`config.mk`:
```
export PLATFORM = sky130hd
export DESIGN_NAME = cal_start_qualifier
export DESIGN_NICKNAME = d
export VERILOG_FILES = /design/src/rtl/cal_qual_pkg.sv /design/src/rtl/cal_qual_count.sv /design/src/rtl/cal_qual_fsm.sv /design/src/rtl/cal_start_qualifier.sv
export SDC_FILE = /design/constraint.sdc
export NUM_CORES = 1
export LEC_CHECK = 0
export BUFFER_PORTS_ARGS = -buffer_cell sky130_fd_sc_hd__buf_2
export CAP_MARGIN = 0
export CORE_ASPECT_RATIO = 1.25
export CORE_MARGIN = 2
export CORE_UTILIZATION = 25
export CTS_CLUSTER_SIZE = 12
export DETAILED_ROUTE_END_ITERATION = 6
export MAX_ROUTING_LAYER = met4
export PLACE_DENSITY_LB_ADDON = 0.05
export SLEW_MARGIN = 20
export SYNTH_ARGS = -nofsm -noshare
export SYNTH_HDL_FRONTEND = slang
export SYNTH_HIERARCHICAL = 1
export SYNTH_SLANG_ARGS = --single-unit
export TNS_END_PERCENT = 1
```
`constraint.sdc`:
```
create_clock -name clk -period 2.5 [get_ports clk]
set_input_delay 0.125 -clock clk [delete_from_list [all_inputs] [get_ports clk]]
set_output_delay 0.125 -clock clk [all_outputs]
set_load 0.02 [all_outputs]
```
`src/rtl/cal_qual_pkg.sv`:
```
package cal_qual_pkg;

  typedef enum logic [2:0] {
    ST_IDLE,
    ST_WAIT_LOW,
    ST_WAIT_HIGH,
    ST_RUN,
    ST_PON_DELAY
  } calState_t;

  // strobes from the sequencer to the interval counter
  typedef struct packed {
    logic cntClear;
    logic cntLoadOne;
    logic cntInc;
  } cntCtl_t;

endpackage

```
`src/rtl/cal_qual_count.sv`:
```
module cal_qual_count
  import cal_qual_pkg::*;
#(
  parameter int LOW_MIN    = 4,
  parameter int HIGH_MIN   = 3,
  parameter int RUN_CYCLES = 10,
  parameter int PON_SHORT  = 5,
  parameter int PON_LONG   = 12
) (
  input  logic    clk,
  input  logic    rstN,
  input  cntCtl_t ctl,
  input  logic    calPin,
  input  logic    calBit,
  input  logic    extMode,
  input  logic    ponDelaySel,
  output logic    reqEff,
  output logic    lowMet,
  output logic    highMet,
  output logic    runDone,
  output logic    ponDone
);

  localparam int MAX_A  = (LOW_MIN > HIGH_MIN) ? LOW_MIN : HIGH_MIN;
  localparam int MAX_B  = (RUN_CYCLES > PON_SHORT) ? RUN_CYCLES : PON_SHORT;
  localparam int MAX_C  = (MAX_A > MAX_B) ? MAX_A : MAX_B;
  localparam int MAX_V  = (MAX_C > PON_LONG) ? MAX_C : PON_LONG;
  localparam int CW     = $clog2(MAX_V + 2);

  logic [CW-1:0] cnt;
  logic [CW-1:0] cntNext;
  logic [CW-1:0] ponTarget;
  logic          cntAtMax;

  assign reqEff    = calPin | (extMode & calBit);
  assign cntAtMax  = (cnt == {CW{1'b1}});
  assign ponTarget = ponDelaySel ? CW'(PON_LONG - 1) : CW'(PON_SHORT - 1);

  assign lowMet  = (cnt >= CW'(LOW_MIN));
  assign highMet = ((cnt + CW'(1)) >= CW'(HIGH_MIN));
  assign runDone = (cnt == CW'(RUN_CYCLES - 1));
  assign ponDone = (cnt == ponTarget);

  always_comb begin
    cntNext = cnt;
    if (ctl.cntClear) begin
      cntNext = '0;
    end else if (ctl.cntLoadOne) begin
      cntNext = CW'(1);
    end else if (ctl.cntInc && !cntAtMax) begin
      cntNext = cnt + CW'(1);
    end
  end

  always_ff @(posedge clk) begin
    if (!rstN) begin
      cnt <= '0;
    end else begin
      cnt <= cntNext;
    end
  end

  AST_CNT_SATURATES: assert property (@(posedge clk) disable iff (!rstN)
    (ctl == 3'b001 && cntAtMax) |=> cntAtMax);

  AST_EXT_BIT_HOLDS_REQ: assert property (@(posedge clk) disable iff (!rstN)
    (extMode && calBit) |-> reqEff);

  AST_CTL_EXCLUSIVE: assert property (@(posedge clk) disable iff (!rstN)
    $onehot0(ctl));

endmodule

```
`src/rtl/cal_qual_fsm.sv`:
```
module cal_qual_fsm
  import cal_qual_pkg::*;
#(
  parameter int HIGH_MIN = 3
) (
  input  logic    clk,
  input  logic    rstN,
  input  logic    reqEff,
  input  logic    powerGood,
  input  logic    lowMet,
  input  logic    highMet,
  input  logic    runDone,
  input  logic    ponDone,
  output cntCtl_t ctl,
  output logic    calRunning
);

  localparam bit DIRECT_START = (HIGH_MIN <= 1);

  calState_t state;
  calState_t stateNext;

  always_comb begin
    stateNext = state;
    ctl       = '0;
    unique case (state)
      ST_PON_DELAY: begin
        if (!powerGood) begin
          ctl.cntClear = 1'b1;
        end else if (ponDone) begin
          stateNext    = ST_RUN;
          ctl.cntClear = 1'b1;
        end else begin
          ctl.cntInc = 1'b1;
        end
      end
      ST_IDLE: begin
        if (!reqEff) begin
          stateNext      = ST_WAIT_LOW;
          ctl.cntLoadOne = 1'b1;
        end else begin
          ctl.cntClear = 1'b1;
        end
      end
      ST_WAIT_LOW: begin
        if (!reqEff) begin
          ctl.cntInc = 1'b1;
        end else if (!lowMet) begin
          stateNext    = ST_IDLE;
          ctl.cntClear = 1'b1;
        end else if (DIRECT_START) begin
          stateNext    = ST_RUN;
          ctl.cntClear = 1'b1;
        end else begin
          stateNext      = ST_WAIT_HIGH;
          ctl.cntLoadOne = 1'b1;
        end
      end
      ST_WAIT_HIGH: begin
        if (!reqEff) begin
          stateNext      = ST_WAIT_LOW;
          ctl.cntLoadOne = 1'b1;
        end else if (highMet) begin
          stateNext    = ST_RUN;
          ctl.cntClear = 1'b1;
        end else begin
          ctl.cntInc = 1'b1;
        end
      end
      ST_RUN: begin
        if (runDone) begin
          stateNext    = ST_IDLE;
          ctl.cntClear = 1'b1;
        end else begin
          ctl.cntInc = 1'b1;
        end
      end
      default: begin
        stateNext    = ST_IDLE;
        ctl.cntClear = 1'b1;
      end
    endcase
  end

  always_ff @(posedge clk) begin
    if (!rstN) begin
      state <= ST_PON_DELAY;
    end else begin
      state <= stateNext;
    end
  end

  assign calRunning = (state == ST_RUN);

  AST_SHORT_LOW_DISARMS: assert property (@(posedge clk) disable iff (!rstN)
    (state == ST_WAIT_LOW && reqEff && !lowMet) |=> (state == ST_IDLE));

  AST_START_ON_HIGH: assert property (@(posedge clk) disable iff (!rstN)
    $rose(calRunning) |-> ($past(reqEff) || $past(state == ST_PON_DELAY)));

  AST_RUN_HOLDS: assert property (@(posedge clk) disable iff (!rstN)
    (state == ST_RUN && !runDone) |=> calRunning);

  AST_RUN_ENDS: assert property (@(posedge clk) disable iff (!rstN)
    (state == ST_RUN && runDone) |=> !calRunning);

  AST_PON_ONCE: assert property (@(posedge clk) disable iff (!rstN)
    (state != ST_PON_DELAY) |=> (state != ST_PON_DELAY));

endmodule

```
`src/rtl/cal_start_qualifier.sv`:
```
module cal_start_qualifier
  import cal_qual_pkg::*;
#(
  parameter int LOW_MIN    = 4,
  parameter int HIGH_MIN   = 3,
  parameter int RUN_CYCLES = 10,
  parameter int PON_SHORT  = 5,
  parameter int PON_LONG   = 12
) (
  input  logic clk,
  input  logic rstN,
  input  logic calPin,
  input  logic calBit,
  input  logic extMode,
  input  logic powerGood,
  input  logic ponDelaySel,
  output logic calRunning
);

  cntCtl_t ctl;
  logic    reqEff;
  logic    lowMet;
  logic    highMet;
  logic    runDone;
  logic    ponDone;

  cal_qual_count #(
    .LOW_MIN   (LOW_MIN),
    .HIGH_MIN  (HIGH_MIN),
    .RUN_CYCLES(RUN_CYCLES),
    .PON_SHORT (PON_SHORT),
    .PON_LONG  (PON_LONG)
  ) i_count (
    .clk        (clk),
    .rstN       (rstN),
    .ctl        (ctl),
    .calPin     (calPin),
    .calBit     (calBit),
    .extMode    (extMode),
    .ponDelaySel(ponDelaySel),
    .reqEff     (reqEff),
    .lowMet     (lowMet),
    .highMet    (highMet),
    .runDone    (runDone),
    .ponDone    (ponDone)
  );

  cal_qual_fsm #(
    .HIGH_MIN(HIGH_MIN)
  ) i_fsm (
    .clk       (clk),
    .rstN      (rstN),
    .reqEff    (reqEff),
    .powerGood (powerGood),
    .lowMet    (lowMet),
    .highMet   (highMet),
    .runDone   (runDone),
    .ponDone   (ponDone),
    .ctl       (ctl),
    .calRunning(calRunning)
  );

  AST_RESET_IDLE: assert property (@(posedge clk)
    !rstN |=> !calRunning);

endmodule

```
==> out/metrics.csv <==
stage,metric,value,unit
worst_setup_path,critical path type,flop to flop,
finish,nets,102,
synth,syn nets,91,
clocking,CTS tree,yes,
finish,fin cells,124,
clocking,H-tree depth,1,
clocking,Num CTS Buffers,3,
clocking,Skew-Pair Late Insertion Delay,250,ps
placement,"Cell Area, Placed",700.7,um^2
routing,drt first pass iters,4,
sta,RSZ-0062 raised after global routing,no,
placement,Post-Place Worst Slack,162.8,ps
sta,Max Slew Vio Count,0,
synth,post-synth cell types,37,
synth,Yosys top cell area share,0.2192,
worst_setup_path,CP cell instances,inv_1 > ha_1 > nor3_1 > a21oi_1 > and2b_2 > o31ai_2 > nor2_1 > a2bb2oi_1 > nand2b_1 > nand2b_1 > nor3_1,
worst_setup_path,Critical Path Start Type,flop,
die,IO Pins,8,
sta,post-route clock period utilization,0.9079,
worst_setup_path,WP data required,2670,ps
sta,final hold viol count,0,
clocking,"Reg clk slew, reported paths",60,ps
sta,final worst setup slack,230.3,ps
clocking,deepest clock path buffer count,2,
sta,Final Setup Violations,0,
routing,Routed WL,1489,um
synth,mapped cell area,639.4,um^2
power_and_ir_drop,leakage,0.0002888,uW
worst_hold_path,class of the worst hold path,input port to flop,
worst_setup_path,Crit Path Max Fanout,5,
finish,n_diodes,0,
synth,Synth async-reset ratio,0,
run,Max-cap violations,0,
global_route,initial antenna violation count,0,
sta,Worst-Margin Slew,424.3,ps
synth,ranking of synthesized cells by area,"dfxtp_1, ha_1, nand2b_1, a21o_1, buf_6",
synth,Synth Instances,81,
global_route,global-route wire length before repair,2525,um
run_status,status,completed,
global_route,vias in the first global route,574,
die,die area,0.002980,mm^2
worst_setup_path,"CP delay by family, top",simple AND/OR/NAND/NOR gates,
routing,Via density,4.863,
power_and_ir_drop,peak supply drop,146.8,uV
synth,main flop type after synthesis,dfxtp_1,
synth,register bit count reported by yosys,7,
sta,setup total negative slack,0,ps
placement,Cells after DPL,120,
routing,remaining routing DRC violations,0,
worst_setup_path,Critical path buffers and inverters,1,
worst_setup_path,CP endpoint kind,flop,
global_route,largest net degree at the start of global routing,13,
finish,Multi-input gate area,449.2,um^2
synth,register area share after synthesis,0.2192,
die,Initial Util,0.2634,
placement,I/O Buffers,7,
global_route,GR Util All Layers,0.1208,
clocking,hold_buf cts,0,
power_and_ir_drop,power density cells,345.3,mW/mm^2
finish,fraction of final layout cells with drive strength greater than 1,0.2637,
routing,Avg WL per Cell,12.01,um
sta,Post-Route Skew,3.806,ps
worst_setup_path,"Arr. time, crit path",2440,ps
clocking,CTS Sinks,7,
routing,Post-DRT Antenna Nets,0,
worst_setup_path,slowest cell on the critical path,dfxtp_2,
finish,fill count,284,
sta,Slew HR,0.7167,
die,Die Wd,49.23,um
synth,YS warnings,6,
clocking,CTS Root Cell,clkbuf_4,
sta,minimum clock period after layout,2270,ps
finish,Area Growth Syn to Fin,14.29,%
routing,DRT iter0 DRCs,14,
placement,Post-DP HPWL,1180,um
routing,vias,603,
synth,Syn Area/Cell,7.893,um^2
finish,post-route cell area,730.7,um^2
finish,Sequential Area,141.4,um^2
worst_setup_path,CP max stage delay,370,ps
die,CORE AREA,0.002427,mm^2
die,num rows,20,
die,die height,60.54,um
global_route,GRT Residual Overflow,0,
synth,number of flops mapped to enable cells by yosys,0,
placement,Routability Congestion,0.7156,
synth,Synth area leader,dfxtp_1,
sta,Max Freq,440.6,MHz
Yosys cell counts (2+ instances only):
library cell and n:
dfxtp_1 7, nor2_1 6, nand2_1 5, inv_1 4, nand2b_1 4, a21o_1 3
a21oi_1 3, ha_1 3, nand3_1 3, nand3b_1 3, nor3_1 3, o21ai_1 3
o22ai_1 3, or2_1 3, a31oi_1 2, and2_1 2, buf_4 2, buf_6 2
nand4_1 2
layout make-up:
type                    count  area share
well taps                  33     0.05651
multi-input cells          66      0.6147
flip-flops and latches      7      0.1935
repair buffers             10     0.07877
inverters                   4     0.02055
clock buffers               4     0.03596
stage by stage:
step	total power, uW	hold slack (ps)	utilization
after floorplan	136.1	205.0	-
after global placement	149.0	368.7	0.2887
after detailed placement	149.0	371.8	0.2887
after CTS	261.1	102.6	0.2995
after global routing	275.3	97.36	0.3010
final	252.3	113.8	0.3010
registers in the layout, summed over array words and instances (netlist names):
name         cells
i_count/cnt      4
i_fsm/state      3
cell families after synthesis:
| family | share of synthesized area |
|---|---|
| muxes | 0.01566 |
| AOI/OAI and AO/OA | 0.2035 |
| xor gates and xnor gates | 0.01370 |
| buffers and inverters | 0.08218 |
| adders and majority gates | 0.05871 |
| and+or+nand+nor | 0.4070 |
| DFF | 0.2192 |
where the power goes:
group / total [uW] / switching [uW] / internal (uW) / leakage (uW)
clock network: 106 / 44.6 / 61.1 / 0.0000150
logic: 31.7 / 17.0 / 14.7 / 0.000217
registers: 115 / 1.64 / 113 / 0.0000571
timing repair:
item	in CTS	in global routing
buffers inserted	0	0
resized for setup	0	2
endpoints found under the setup margin	0	1
path summary, 6_finish.rpt:
check | to | slack, ps | startpoint | cells after the start
max reg2reg | i_count/cnt[2]$_SDFFE_PP0P_ | 230 | i_count/cnt[0]$_SDFFE_PP0P_ | 11
min | i_fsm/state[2]$_SDFFE_PN1P_ | 110 | rstN | 2
min reg2reg | i_count/cnt[3]$_SDFFE_PP0P_ | 590 | i_count/cnt[0]$_SDFFE_PP0P_ | 2
max | i_count/cnt[2]$_SDFFE_PP0P_ | 230 | i_count/cnt[0]$_SDFFE_PP0P_ | 11
cell usage in the layout, fill, tap and decap left out, drive strengths merged, types with 3 or more instances in the layout:
cell / netlist / layout
a21o: 3 / 3
a21oi: 4 / 4
buf: 4 / 10
clkbuf: 0 / 4
dfxtp: 7 / 7
ha: 3 / 3
inv: 4 / 4
nand2: 5 / 5
nand2b: 5 / 5
nand3: 4 / 4
nand3b: 3 / 3
nor2: 7 / 7
nor3: 4 / 4
o21ai: 3 / 3
o22ai: 3 / 3
or2: 3 / 3
layer usage:
metal,share of wire,track usage,vias up
li1,-,-,306
met1,0.43,0.1138,285
met2,0.52,0.2162,8
met3,0.028,0.03202,4
met4,0.017,0.08571,0
met5,0,-,-
No activity file was read; power rests on OpenSTA's default activity.
